--- src/rtl/pwm_ctl_pkg.sv ---
package pwm_ctl_pkg;
   // word index = byte offset / 4
   typedef enum logic [2:0] {
      IDX_MODE  = 3'd0,
      IDX_ENA   = 3'd1,
      IDX_DIS   = 3'd2,
      IDX_STAT  = 3'd3,
      IDX_IEN   = 3'd4,
      IDX_IDIS  = 3'd5,
      IDX_IMASK = 3'd6,
      IDX_ISR   = 3'd7
   } reg_idx_e;

   localparam int NUM_REGS = 8;
endpackage

--- src/rtl/pwm_bus_decode.sv ---
module pwm_bus_decode
   import pwm_ctl_pkg::*;
#(
   parameter int ADDR_W = 5
) (
   input  logic              sel_i,
   input  logic              wr_i,
   input  logic [ADDR_W-1:0] addr_i,
   output logic [NUM_REGS-1:0] wr_stb_o,
   output logic [NUM_REGS-1:0] rd_stb_o
);
   logic hit;

   generate
      if (ADDR_W > 5) begin : g_upper
         assign hit = sel_i && (addr_i[ADDR_W-1:5] == '0) && (addr_i[1:0] == 2'b00);
      end else begin : g_exact
         assign hit = sel_i && (addr_i[1:0] == 2'b00);
      end
   endgenerate

   for (genvar r = 0; r < NUM_REGS; r++) begin : g_stb
      assign wr_stb_o[r] = hit &&  wr_i && (addr_i[4:2] == r[2:0]);
      assign rd_stb_o[r] = hit && !wr_i && (addr_i[4:2] == r[2:0]);
   end
endmodule

--- src/rtl/pwm_setclr_reg.sv ---
module pwm_setclr_reg #(
   parameter int W = 4
) (
   input  logic         clk,
   input  logic         rst_n,
   input  logic [W-1:0] set_i,
   input  logic [W-1:0] clr_i,
   output logic [W-1:0] q_o
);
   for (genvar b = 0; b < W; b++) begin : g_bit
      always_ff @(posedge clk) begin
         if (!rst_n)         q_o[b] <= 1'b0;
         else if (clr_i[b])  q_o[b] <= 1'b0;
         else if (set_i[b])  q_o[b] <= 1'b1;
      end
   end
endmodule

--- src/rtl/pwm_evt_latch.sv ---
module pwm_evt_latch #(
   parameter int W = 4
) (
   input  logic         clk,
   input  logic         rst_n,
   input  logic [W-1:0] pulse_i,
   input  logic         ack_i,
   output logic [W-1:0] pend_o
);
   // ack clears what was visible this cycle; a pulse in the same cycle survives
   for (genvar b = 0; b < W; b++) begin : g_ch
      always_ff @(posedge clk) begin
         if (!rst_n)      pend_o[b] <= 1'b0;
         else if (ack_i)  pend_o[b] <= pulse_i[b];
         else             pend_o[b] <= pend_o[b] | pulse_i[b];
      end
   end
endmodule

--- src/rtl/pwm_ctl_plane.sv ---
module pwm_ctl_plane
   import pwm_ctl_pkg::*;
#(
   parameter int NCH    = 4,
   parameter int DW     = 32,
   parameter int ADDR_W = 5
) (
   input  logic              clk,
   input  logic              rst_n,
   input  logic              bus_sel,
   input  logic              bus_wr,
   input  logic [ADDR_W-1:0] bus_addr,
   input  logic [DW-1:0]     bus_wdata,
   output logic [DW-1:0]     bus_rdata,
   input  logic [NCH-1:0]    period_end,
   output logic [NCH-1:0]    chan_run,
   output logic [DW-1:0]     mode_cfg,
   output logic              irq
);
   if (NCH < 1 || NCH > DW) begin : g_bad_nch
      $error("pwm_ctl_plane: NCH must lie in 1..DW");
   end
   if (ADDR_W < 5) begin : g_bad_addr
      $error("pwm_ctl_plane: ADDR_W must be at least 5");
   end

   logic [NUM_REGS-1:0] wr_stb, rd_stb;
   logic [NCH-1:0]      mask_q, ev_q, wd_ch;
   logic [DW-1:0]       rd_mux;

   assign wd_ch = bus_wdata[NCH-1:0];

   pwm_bus_decode #(.ADDR_W(ADDR_W)) u_dec (
      .sel_i    (bus_sel),
      .wr_i     (bus_wr),
      .addr_i   (bus_addr),
      .wr_stb_o (wr_stb),
      .rd_stb_o (rd_stb)
   );

   pwm_setclr_reg #(.W(NCH)) u_run (
      .clk   (clk),
      .rst_n (rst_n),
      .set_i (wr_stb[IDX_ENA] ? wd_ch : '0),
      .clr_i (wr_stb[IDX_DIS] ? wd_ch : '0),
      .q_o   (chan_run)
   );

   pwm_setclr_reg #(.W(NCH)) u_mask (
      .clk   (clk),
      .rst_n (rst_n),
      .set_i (wr_stb[IDX_IEN]  ? wd_ch : '0),
      .clr_i (wr_stb[IDX_IDIS] ? wd_ch : '0),
      .q_o   (mask_q)
   );

   pwm_evt_latch #(.W(NCH)) u_evt (
      .clk    (clk),
      .rst_n  (rst_n),
      .pulse_i(period_end),
      .ack_i  (rd_stb[IDX_ISR]),
      .pend_o (ev_q)
   );

   always_ff @(posedge clk) begin
      if (!rst_n)                 mode_cfg <= '0;
      else if (wr_stb[IDX_MODE])  mode_cfg <= bus_wdata;
   end

   always_comb begin
      rd_mux = '0;
      unique case (1'b1)
         rd_stb[IDX_MODE]:  rd_mux = mode_cfg;
         rd_stb[IDX_STAT]:  rd_mux[NCH-1:0] = chan_run;
         rd_stb[IDX_IMASK]: rd_mux[NCH-1:0] = mask_q;
         rd_stb[IDX_ISR]:   rd_mux[NCH-1:0] = ev_q;
         default:           rd_mux = '0;
      endcase
   end

   always_ff @(posedge clk) begin
      if (!rst_n)          bus_rdata <= '0;
      else if (|rd_stb)    bus_rdata <= rd_mux;
   end

   always_ff @(posedge clk) begin
      if (!rst_n) irq <= 1'b0;
      else        irq <= |(ev_q & mask_q);
   end
endmodule

--- config.mk ---
export PLATFORM = sky130hd
export DESIGN_NAME = pwm_ctl_plane
export DESIGN_NICKNAME = d
export VERILOG_FILES = /design/src/rtl/pwm_ctl_pkg.sv /design/src/rtl/pwm_bus_decode.sv /design/src/rtl/pwm_setclr_reg.sv /design/src/rtl/pwm_evt_latch.sv /design/src/rtl/pwm_ctl_plane.sv
export SDC_FILE = /design/constraint.sdc
export NUM_CORES = 1
export LEC_CHECK = 0
export BUFFER_PORTS_ARGS = -buffer_cell sky130_fd_sc_hd__buf_2
export CORE_AREA = 2 2 73 92
export CTS_CLUSTER_DIAMETER = 60
export DETAILED_ROUTE_END_ITERATION = 8
export DIE_AREA = 0 0 75 94
export PLACE_DENSITY = 0.78
export SLEW_MARGIN = 20
export SYNTH_ARGS = -nofsm -noshare
export SYNTH_HDL_FRONTEND = slang
export SYNTH_SLANG_ARGS = --single-unit
--- constraint.sdc ---
create_clock -name clk -period 1.8 [get_ports clk]
set_input_delay 0.09 -clock clk [delete_from_list [all_inputs] [get_ports clk]]
set_output_delay 0.09 -clock clk [all_outputs]
set_load 0.05 [all_outputs]
==> results, run 1 <==
- The flow ran to the end, and the final reports show no timing, DRC or antenna violations.
- The area growth from synthesis to layout is 38.6%.
- The worst reg-to-reg path cell count is 3.
- The finished layout holds 530 standard cells, fillers aside.
- The detailed router finished its first iteration with between 150 and 200 violations.
- For this run, the total global-route usage over all layers was measured as 0.239.
- Counting tap cells, the placed design contains a total of approximately 490 instances.
- The average wire length per cell after detail routing is between 15 and 20 um.
- For this block, the via count after detailed routing is between 2000 and 3000.
- CTS built an H-tree with a depth of 3.
- The time the worst path needs with I/O delays and setup is approximately 1.2 ns.
- The die area is 7050 sq um.
- In this run the power density over the cells is roughly 800 nW/um^2.
- The congestion estimate from routability-driven global placement came to between 0.7 and 0.8.
- Summed over all cells, the static leakage comes to 1.74 nW.
- The number of gates resized after CTS was 0.
- The critical path class is reg -> reg.
- The count of max-cap constraint violations is 0.
- The floorplan step set the die height to 94 um.
- The share of the yosys chip area belonging to registers is 0.531.
- The final count of hold timing violations is 0.
- The number of placement rows is 32.
- The number of instances on the worst hold path is 3.
- Data on the critical path is required at its endpoint by about 2.1 ns.
- The remaining design rule violation count is 0.
- Setup violations remaining at the end of the flow were counted as 0.
- The initial antenna violation count was 0.
- The first-pass iteration count of the detailed router is 4.
- The startpoint identified for the worst hold timing path is bus_wdata[25].
- The number of storage elements in the synthesis netlist is 77.
- After clock tree synthesis, the clock-pin slew on the worst setup and hold paths is 0.07 ns.
- The dominant cell type by area after synthesis is dfxtp_1.
- The number of antenna diodes in the final layout is 0.
- The starting density of the core is 0.474.
- Measured against its own limit, the worst slew margin works out to 0.563.
- In this run the critical register-to-register path is captured at bus_rdata[2].
- The detail route stage leaves a number of antenna-violating nets equal to 0.
- Once detailed placement completed, the half-perimeter wirelength came to about 5.4 mm.
- Averaged over all synthesized cells, the footprint is 9.59 sq um.
- The worst flop-to-flop path startpoint is mode_cfg[2].
- The nature of the critical path startpoint is a register.
- Synthesis produced between 300 and 400 cells.
- The detailed-route wire length is around 8.1 mm.
- The number of buffers inserted by hold repair at cts is 29.
- Post-CTS timing repair inserted 0 buffers for setup.
- The max-slew violation total from the final report was 0.
- The die outline width is 75 um.
- Data on the critical path arrives at its endpoint at between 1.5 and 2 ns.
- The first-pass GRT wire length is between 10 and 15 mm.
- The later pin in the worst-skew pair is clocked with a latency of 0.34 ns.
- The number of nets in the layout is just under 500.
- In the final layout, the share of cells above drive strength 1 is 0.333.
- Summed over all failing endpoints, the final setup total negative slack is 0 ns.
- During synthesis, Yosys emitted a total of 0 warnings.
- The clock sink count is between 70 and 80.
- In this run the worst hold path is classified as in -> reg.
- The netlist area before placement is slightly below 3000 sq um.
- The share of synthesized flip-flops with an asynchronous set or reset is 0.
- The most instantiated flip-flop cell in the synthesis netlist is dfxtp_1.
- Of the post-synthesis cell area, the dominant cell type holds 0.531.
- The cell at the root of the clock tree is clkbuf_8.
- Counting the buffers created by CTS gives 9.
- The core region is roughly 6000 sq um.
- The register-to-register setup slack is between 0.5 and 0.6 ns.
- Ranked by total cell area, the synthesized netlist is headed by dfxtp_1, a22o_1, nand3_1.
- The detail-routed via count per cell is ~5.5.
- Setup repair after global routing left no endpoint under its margin.
- The clock passes through at most 2 buffers.
- The number of top-level pins is approximately 110.
- VDD sags by at most 0.734 mV.
- The hold path endpoint is mode_cfg[25].
- The number of nets handed over by synthesis was 348.
- In this run, synthesis inferred 0 flip-flops with an integrated enable.
- The count of buffers from port buffering is 113.
- The core occupancy in the finished layout is 0.657.
- The setup clock skew after layout is a little over 0.009 ns.
- The peak clock frequency supported by timing is 0.806 GHz.
- The number of library cell types mapped by synthesis is 32.
- The CTS tree is done.
- The maximum net fanout on the critical path is 3.
- The pin slew with the least headroom to its limit is approximately 0.65 ns.
- The largest net degree at the start of global routing is 48.
- STA classifies the critical path endpoint as a register.
- The number of global-route vias before repair is 2763.
- Global routing finished with a remaining overflow of 0.
- Of the available clock period, the critical path in the final layout requires 0.689.
[Yosys cell counts, types with 3 or more instances]
master,count
buf_6,3
a311oi_1,4
clkbuf_1,24
mux2_2,3
a31oi_1,8
a21oi_1,38
nand3_1,40
o21ai_0,37
a211oi_1,4
o211ai_1,3
a22o_1,28
nor2b_1,5
dfxtp_1,77
a22oi_1,5
inv_1,5
[registers in the layout, indices dropped and copies added (netlist names)]
register / cells
bus_rdata: 32
mode_cfg: 32
u_evt.pend_o: 4
u_mask.q_o: 4
u_run.q_o: 4
irq: 1
[critical path, stage by stage (launching register included)]
cell and delay (ns):
dfxtp_1 0.34, or3b_2 0.44, a21oi_1 0.20, o221a_2 0.21
[area by class of cell]
class                           count  area (sq um)
Sequential cell                    77          1540
Clock buffer                       12           135
Inverter                            5          18.8
Clock inverter                      4          48.8
Fill cell                         549          2100
Tap cell                           85           106
Multi-Input combinational cell    193          1230
Timing Repair Buffer              154           946
[per-layer routing]
layer  GRT usage  vias to the layer above  share of wire
met5           0                        -              0
met3      0.0429                       16          0.063
met4       0.107                        0          0.020
met1       0.283                     1390           0.40
met2       0.412                      117           0.51
li1            -                     1415              -
[layout by cell type, fill, tap and decap left out, types with 3 or more instances in the layout]
cell           netlist  layout
nor2b_1              5       5
inv_1                5       5
a311oi_1             4       4
a211oi_1             4       4
nand3_1             40      40
clkbuf_1            24       3
a21oi_1             38      38
a22oi_1              5       5
mux2_2               3       3
dfxtp_1             77      77
dlygate4sd3_1        0      29
o21ai_0             37      37
a22o_1              28      28
clkbuf_8             0       9
o211ai_1             3       3
buf_4                0      12
a31oi_1              8       8
buf_2                0     113
[how the worst max path moves through the flow]
| stage | from | to | slack (ns) |
|---|---|---|---|
| final | mode_cfg[2] | bus_rdata[2] | 0.56 |
| after global routing | mode_cfg[2] | bus_rdata[2] | 0.49 |
| after CTS | bus_sel | bus_rdata[31] | 0.56 |
| after detailed placement | bus_sel | bus_rdata[31] | 0.21 |
| after global placement | bus_sel | bus_rdata[14] | 0.26 |
| after floorplan | mode_cfg[2] | bus_rdata[2] | 0.35 |
[power breakdown]
| part | total (mW) | internal (mW) | switching (mW) | leakage (nW) |
|---|---|---|---|---|
| Sequential | 1.72 | 1.71 | 0.00837 | 0.621 |
| Clock | 1.24 | 0.640 | 0.595 | 0.0943 |
| Combinational | 0.259 | 0.114 | 0.145 | 1.02 |
[cells by family (layout without fill, tap and decap cells)]
group / Yosys count / count (layout) / synth area share
flip-flops: 77 / 77 / 0.531
AND/OR/NAND/NOR: 61 / 61 / 0.126
buffers and inverters: 33 / 175 / 0.0504
AO/OA/AOI/OAI: 128 / 128 / 0.278
multiplexers: 4 / 4 / 0.0151
[through the flow]
step | cell area [sq um] | setup WS (ns) | hold WS [ns] | power [mW]
floorplan | 2910 | 0.349 | 0.187 | 1.87
global placement | 3550 | 0.264 | 0.328 | 1.97
detailed placement | 3550 | 0.208 | 0.335 | 1.97
CTS | 4020 | 0.562 | 0.00346 | 3.23
global route | 4030 | 0.493 | 0.00189 | 3.34
finish | 4030 | 0.559 | 0.00942 | 3.22
Note: power is estimated with default switching activity, not from simulation.
==> run 2, diff against run 1 <==
- clock period: 1.8 -> 1.2 ns (I/O delays scaled with it)
==> results, run 2 (synthesis results as in run 1) <==
- The worst reg-to-reg path cell count is 3 (unchanged).
- The count of buffers from port buffering is 113 (unchanged).
- The post-DP HPWL is 5.76 mm (+6.6%).
- The remaining number of nets flagged by the antenna check after routing came to 0 (unchanged).
- The core occupancy in the finished layout came to 0.693 (+0.0353).
- The first-pass iteration count of the detailed router is 5 (+1).
- The number of instances on the worst hold path is 3 (unchanged).
- The normalized max-slew margin is 0.749 (+0.186).
- In the layout the commonest cells are buf_2, dfxtp_1, nand3_1.
- The endpoint identified for the worst register-to-register timing path is bus_rdata[2].
- The max-slew violation total from the final report is 0 (unchanged).
- The nature of the critical path startpoint is a register.
- The total power draw is 4.90 mW (+52%).
- The worst-skew pair later-pin latency was 0.34 ns (about the same).
- The count of max-cap constraint violations is 0 (unchanged).
- The clock-pin slew on the worst setup and hold paths is 0.08 ns (about the same).
- The final-layout worst hold slack is 0.00510 ns (-0.00431 ns).
- The starting density of the core is 0.474 (unchanged).
- The number of vias in the routed layout was 3017 (+2.7%).
- The non-filler instance count after layout is 552 (+4.2%).
- The depth of the CTS H-tree is 3 (unchanged).
- The largest vdd supply drop is 0.645 mV (-12%).
- The worst flop-to-flop path startpoint is mode_cfg[2].
- The slack of the critical path is 0.0469 ns (-0.512 ns).
- The setup clock skew after layout is 0.00919 ns (-0.000146 ns).
- The initial antenna violation count is 0 (unchanged).
- The detail-routed via count per cell came to 5.47 (-1.4%).
- The area of the core is 6130 sq um (unchanged).
- The number of top-level pins is 114 (unchanged).
- The arrival time at the worst endpoint came to 1.44 ns (-0.09 ns).
- For hold timing, the worst endpoint is mode_cfg[27].
- The ratio of cells with drive above 1 in the final layout came to 0.358 (+0.0258).
- The critical path class is reg -> reg.
- The last weighted congestion value of the routability-driven placer came to 0.840 (+7.4%).
- The number of placement rows was 32 (unchanged).
- The floorplan die height is 94 um (unchanged).
- The final number of setup-violating endpoints came to 0 (unchanged).
- The detailed-route wire length is 8.50 mm (+4.6%).
- The register-to-register setup slack is 0.05 ns (-0.51 ns).
- The start point of the worst hold path is bus_wdata[27].
- The number of placed instances with taps included was 501 (+3.3%).
- The buffers inserted during post-CTS setup optimization is 0 (unchanged).
- The die outline width is 75 um (unchanged).
- The post-route standard cell area excluding fillers is 4240 sq um (+5.4%).
- The die area is 7050 sq um (unchanged).
- The post-placement worst setup slack is -0.198 ns (-0.406 ns).
- The number of nets in the layout is 507 (+4.5%).
- The average wire length per cell after detail routing is 15.4 um (+0.47%).
- Setup repair after global routing left no endpoint under its margin.
- STA classifies the critical path endpoint as a register.
- The CTS tree is done.
- The pin slew with the least headroom to its limit came to 0.377 ns (-0.270 ns).
- The post-route setup TNS is 0 ns (unchanged).
- The run finished with clean final reports.
- The path category of the worst min-delay check is in -> reg.
- The area growth from synthesis to final layout is 46.0%.
- The share of the clock period used by the worst path is 0.961 (+0.271).
- The largest registers in the layout are bus_rdata x32, mode_cfg x32.
- The total track usage is 0.247 (+0.00795).
- The clock sink count is 77 (unchanged).
- The number of global-route vias before repair was 2956 (+7.0%).
- The number of buffers created by CTS was 9 (unchanged).
- The largest net degree at the start of global routing came to 37 (-23%).
- The leakage power summed over all cells is 1.85 nW (+6.3%).
- The remaining global-route overflow was 0 (unchanged).
- CTS placed an instance of clkbuf_8 at the clock tree root.
- The number of buffers on the longest clock path is 2 (unchanged).
- The time the worst path needs with I/O delays and setup is 1.15 ns (-0.0880 ns).
- The iteration-0 DRC count of the detailed router is 237 (+49%).
- The remaining design rule violation count is 0 (unchanged).
- The peak clock frequency supported by timing is 0.867 GHz (+7.6%).
- The first-pass GRT wire length was 13.5 mm (+5.2%).
- The placement-stage cell area is 3710 sq um (+4.5%).
- The maximum net fanout on the critical path was 3 (unchanged).
- The final count of hold timing violations is 0 (unchanged).
- The cell area power density is 1150 nW/um^2 (+44%).
- The commonest non-fill, non-tap cell in the layout is buf_2.
- The required arrival time at the worst endpoint is 1.49 ns (-0.60 ns).
-- run 2: per-layer routing --
layer	GRT usage	up-vias	wire [um]
li1	-	1457	-
met1	0.306	1401	3470
met2	0.401	135	4210
met3	0.0590	24	590
met4	0.109	0	237
met5	0	-	0
-- run 2: layout make-up --
class / count / area, sq um
well taps: 85 / 106
repair buffers: 176 / 1160
multi-input cells: 193 / 1230
fillers: 493 / 1880
inverters: 5 / 18.8
clock inverters: 5 / 52.6
clock buffers: 10 / 128
diodes: 1 / 2.50
flip-flops and latches: 77 / 1540
-- run 2: worst max path at each step --
stage           startpoint            end  slack [ns]  cells after the start
2_1_floorplan  bus_addr[1]  bus_rdata[18]       -0.19                      5
3_3_place_gp   bus_addr[1]  bus_rdata[26]       -0.14                      5
3_5_place_dp   bus_addr[1]   bus_rdata[0]       -0.20                      4
4_1_cts        mode_cfg[2]   bus_rdata[2]        0.04                      3
5_1_grt        mode_cfg[2]   bus_rdata[2]       0.009                      3
6_report       mode_cfg[2]   bus_rdata[2]        0.05                      3
-- run 2: power breakdown --
group	switching (mW)	internal, mW	total (mW)	leakage (nW)
logic	0.227	0.220	0.447	1.13
clock network	0.926	0.940	1.87	0.0919
registers	0.0124	2.57	2.58	0.622
-- run 2: repair_timing --
action                                  4_1_cts  5_1_grt
resized for setup                             0        1
endpoints found under the setup margin        0        1
hold buffers                                 35        0
endpoints found under the hold margin        40        0
-- run 2: worst max-delay path, cell delays in order (launching register included) --
cell	delay, ns
dfxtp_2	0.34
or3b_2	0.45
a21oi_2	0.13
o221a_2	0.18
